$ cat src/rtl/qsel.sv
module qsel #(
  parameter int LPID_W = 12,
  parameter int PID_W  = 20
) (
  input  logic              clk,
  input  logic              rst_n,
  input  logic              req_valid,
  input  logic [63:0]       ea,
  input  logic [1:0]        acc_type,
  input  logic              hv,
  input  logic              reloc,
  input  logic [LPID_W-1:0] lpid_reg,
  input  logic [PID_W-1:0]  pid_reg,
  input  logic [63:0]       offset_reg,
  output logic              resp_valid,
  output logic              ok,
  output logic              segfault,
  output logic              realmode,
  output logic [LPID_W-1:0] lpid_out,
  output logic [PID_W-1:0]  pid_out,
  output logic [63:0]       raddr,
  output logic [2:0]        prot_rwx,
  output logic              seg_inst,
  output logic [63:0]       fault_addr
);
  localparam logic [63:0] TOP_CLR = {4'h0, {60{1'b1}}};

  logic [1:0]        quad;
  logic              rm_path, bad_quad, is_fetch;
  logic [LPID_W-1:0] sel_lpid;
  logic [PID_W-1:0]  sel_pid;
  logic [63:0]       rm_addr;

  assign quad     = ea[63:62];
  assign rm_path  = hv & ~reloc;
  assign bad_quad = ~hv & (quad == 2'd1 || quad == 2'd2);
  assign is_fetch = (acc_type == 2'b10);
  assign rm_addr  = (ea & TOP_CLR) | (ea[63] ? 64'd0 : offset_reg);

  always_comb begin
    sel_lpid = '0;
    sel_pid  = '0;
    if (hv) begin
      case (quad)
        2'd0: sel_pid = pid_reg;
        2'd1: begin sel_lpid = lpid_reg; sel_pid = pid_reg; end
        2'd2: sel_lpid = lpid_reg;
        default: ;
      endcase
    end else begin
      sel_lpid = lpid_reg;
      if (quad == 2'd0) sel_pid = pid_reg;
    end
  end

  always_ff @(posedge clk) begin
    if (!rst_n) begin
      resp_valid <= 1'b0;
      ok         <= 1'b0;
      segfault   <= 1'b0;
      realmode   <= 1'b0;
      lpid_out   <= '0;
      pid_out    <= '0;
      raddr      <= '0;
      prot_rwx   <= '0;
      seg_inst   <= 1'b0;
      fault_addr <= '0;
    end else begin
      resp_valid <= req_valid;
      ok         <= 1'b0;
      segfault   <= 1'b0;
      realmode   <= 1'b0;
      if (req_valid) begin
        if (rm_path) begin
          realmode <= 1'b1;
          raddr    <= rm_addr;
          prot_rwx <= 3'b111;
        end else if (bad_quad) begin
          segfault <= 1'b1;
          seg_inst <= is_fetch;
          if (!is_fetch) fault_addr <= ea;
        end else begin
          ok       <= 1'b1;
          lpid_out <= sel_lpid;
          pid_out  <= sel_pid;
        end
      end
    end
  end
endmodule


$ cat config.mk
export PLATFORM = sky130hd
export DESIGN_NAME = qsel
export DESIGN_NICKNAME = d
export VERILOG_FILES = /design/src/rtl/qsel.sv
export SDC_FILE = /design/constraint.sdc
export NUM_CORES = 1
export LEC_CHECK = 0
export ABC_AREA = 1
export BUFFER_PORTS_ARGS = -buffer_cell sky130_fd_sc_hd__buf_2
export CAP_MARGIN = 20
export CORE_UTILIZATION = 30
export DETAILED_ROUTE_END_ITERATION = 16
export SETUP_SLACK_MARGIN = 0.3
export SLEW_MARGIN = 10
export SYNTH_ARGS = -nofsm -noshare
export SYNTH_HDL_FRONTEND = slang
export SYNTH_SLANG_ARGS = --single-unit
export TNS_END_PERCENT = 50
$ cat constraint.sdc
create_clock -name clk -period 2.2 [get_ports clk]
set_input_delay 0.44 -clock clk [delete_from_list [all_inputs] [get_ports clk]]
set_output_delay 0.44 -clock clk [all_outputs]
set_load 0.01 [all_outputs]
==> flow_summary.yaml <==
outcome:
  status: "finished, final reports clean"
drt:
  routed_wl_um: 23100
  drt-initial-drc-count: 403
  drc: 0
  first_pass_iters: 5
  post_drt_wl_per_cell_um: 13.5
  via_per_inst: 4.35
  ant_nets: 0
  via_count: 7457
place:
  dp_hpwl_um: 16400
  placed_area_sq_um: 9070
  dp_worst_setup_slack_ns: 0.331
  port-buffer-count: 334
  routabilityCongestion: 0.784
  place_inst: 1683
sta:
  min_period_ns: 1.44
  tns_ns: 0
  finalCritPeriodShare_pct: 65.6
  setup_ws_ns: 0.757
  max_freq_mhz: 693
  setup_viol: 0
  drv_slew: 0
  clock_skew_ns: 0
  tightest_slew_ns: 0.542
  final_hold_viol_count: 0
  rsz0062_at_grt: "no"
  max_slew_margin_pct: 63.9
yosys:
  synth_top_area_share_pct: 46.6
  netlist_area_sq_um: 7130
  yosys.cell_types.count: 20
  ys_top_cells_by_area: "dfxtp_1 (47%), nand2_1 (20%), nor2_1 (10%), nand3_1 (5.5%), inv_1 (5.3%)"
  yosysSeqAreaShare_pct: 46.6
  synth_commonest_cells: "nand2_1 (384), nor2_1 (193), dfxtp_1 (166), inv_1 (101), nand3_1 (78)"
  async_reset_ff_share_pct: 0
  ys.flop_type: "dfxtp_1"
  synth_area_per_cell_sq_um: 6.60
  synth-edff-count: 0
  yosysWarningCount: 0
  postSynthNetCount: 1250
  syn_inst: 1081
  ys_seq_elements: 166
  synth_most_common_cell: "nand2_1"
  yosysTopAreaCell: "dfxtp_1"
floorplan:
  start_util_pct: 30.5
  die_h_um: 156
  row_count: 56
  coreArea_sq_um: 23400
  io_pins: 335
  fp.dieW_um: 156
  die_area_sq_um: 24400
clocking:
  cts.path.max_buffers: 2
  cts_resized: 0
  cts.sinks: 166
  clk_latency_ns: 0.42
  ctsHtreeMaxLevel: 4
  clkSlewWorstSetupHoldPaths_ns: 0.07
  cts_setup_buffers: 0
  cts_made_buffers: 17
  hold_buffers: 0
  cts-root-buf: "clkbuf_16"
  cts_tree: "yes"
power:
  ir_worst_vdd_mv: 0.408
  power_density_nw_per_um2: 786
  p_leak_nw: 5.21
  power_mw: 7.64
global_route:
  grt.total_usage_pct: 18.8
  overflow: 0
  grt_max_degree: 49
  grt_pass1_vias: 6801
  grt_pass1_wl_um: 35700
  antenna_found_initial: 0
setup_path:
  max_stage_delay_ns: 0.41
  critPathSlowestCell: "buf_4"
  worst-path-max-fanout: 41
  path_cells: "buf_2 -> inv_2 -> buf_4 -> ha_1 -> nand2_1 -> a21boi_0 -> nand2_1 -> nand2_1"
  cp-end-kind: "flip-flop"
  start_kind: "input pin"
  crit_top_cell: "nand2_1"
  worstSetupPathType: "input pin to flip-flop"
  required_ns: 2.56
  arrival_ns: 1.81
cells_and_area:
  instances_no_fill: 1715
  drive_gt1_share_pct: 28.2
  insertedDiodeCount: 0
  n_fill_cell: 2585
  final_nets: 1552
  area_growth_pct: 36.2
  fin_area_sq_um: 9710
job:
  maxCapViolCount: 0
worst_hold_path:
  hp-class: "input pin to flip-flop"
-- area by class of cell --
class                   instances  area, sq um  area share (%)
inverters                     105          394            4.06
clock buffers                  18          429            4.42
clock inverters                14          211            2.18
repair buffers                352         1910            19.7
flip-flops and latches        166         3320            34.2
well taps                     319          399            4.11
multi-input cells             741         3050            31.4
-- critical path: cells and delay by family --
kind,cells,cell delay [ns]
AND/OR/NAND/NOR,3,0.21
buffers and inverters,3,0.57
adder cells (fa/ha/maj),1,0.24
AO/OA/AOI/OAI,1,0.34
-- state kept, by name, indices dropped and copies added (netlist names) --
name / cells
segfault: 1
pid_out: 20
lpid_out: 12
prot_rwx: 1
realmode: 1
resp_valid: 1
raddr: 64
ok: 1
seg_inst: 1
fault_addr: 64
-- report_power, final --
group / switching, mW / internal (mW)
combinational: 0.653 / 0.438
sequential: 0.0775 / 3.17
clock: 1.36 / 1.94
-- logic make-up after synthesis --
| group | count (synthesis) | synth area share, % |
|---|---|---|
| AOI/OAI and AO/OA | 78 | 5.58 |
| DFF | 166 | 46.6 |
| and+or+nand+nor | 661 | 36.5 |
| adders and majority gates | 2 | 0.351 |
| buffers and inverters | 174 | 10.9 |
-- metal layers --
| metal | part of all wire [%] | vias up | track usage, % | wire length (um) |
|---|---|---|---|---|
| met2 | 48 | 240 | 31.5 | 11100 |
| met4 | 1.6 | 0 | 6.30 | 367 |
| met5 | 0 | - | 0 | 0 |
| met3 | 7.9 | 23 | 5.61 | 1830 |
| met1 | 42 | 3333 | 22.8 | 9770 |
| li1 | - | 3861 | - | - |
-- stage by stage --
stage               hold slack (ns)  util [%]
detailed placement            0.452      38.8
finish                        0.249      41.5
floorplan                     0.488         -
global route                  0.224      41.5
global placement              0.449      38.8
CTS                           0.225      41.5
-- layout by cell type, fill, tap and decap left out, types with 2 or more instances in the layout --
| cell type | Yosys | routed |
|---|---|---|
| a21boi_0 | 2 | 2 |
| a21oi_1 | 74 | 74 |
| buf_12 | 0 | 8 |
| buf_2 | 27 | 333 |
| buf_4 | 9 | 11 |
| bufinv_16 | 0 | 4 |
| clkbuf_16 | 0 | 17 |
| clkinv_4 | 0 | 2 |
| dfxtp_1 | 166 | 166 |
| ha_1 | 2 | 2 |
| inv_1 | 101 | 99 |
| inv_2 | 4 | 6 |
| inv_6 | 0 | 5 |
| inv_8 | 0 | 2 |
| nand2_1 | 384 | 384 |
| nand3_1 | 78 | 77 |
| nand3b_1 | 2 | 2 |
| nor2_1 | 193 | 192 |
| nor2_4 | 2 | 4 |
-- path summary, 6_finish.rpt --
| kind | to | from | slack, ns | cells after the start |
|---|---|---|---|---|
| worst min register to register | raddr[9] | raddr[9] | 0.46 | 2 |
| worst min-delay path | lpid_out[2] | lpid_reg[2] | 0.25 | 3 |
| worst max register to register | raddr[48] | raddr[48] | 1.56 | 2 |
| worst max-delay path | pid_out[19] | ea[63] | 0.76 | 8 |
No activity file was read; power rests on OpenSTA's default activity.
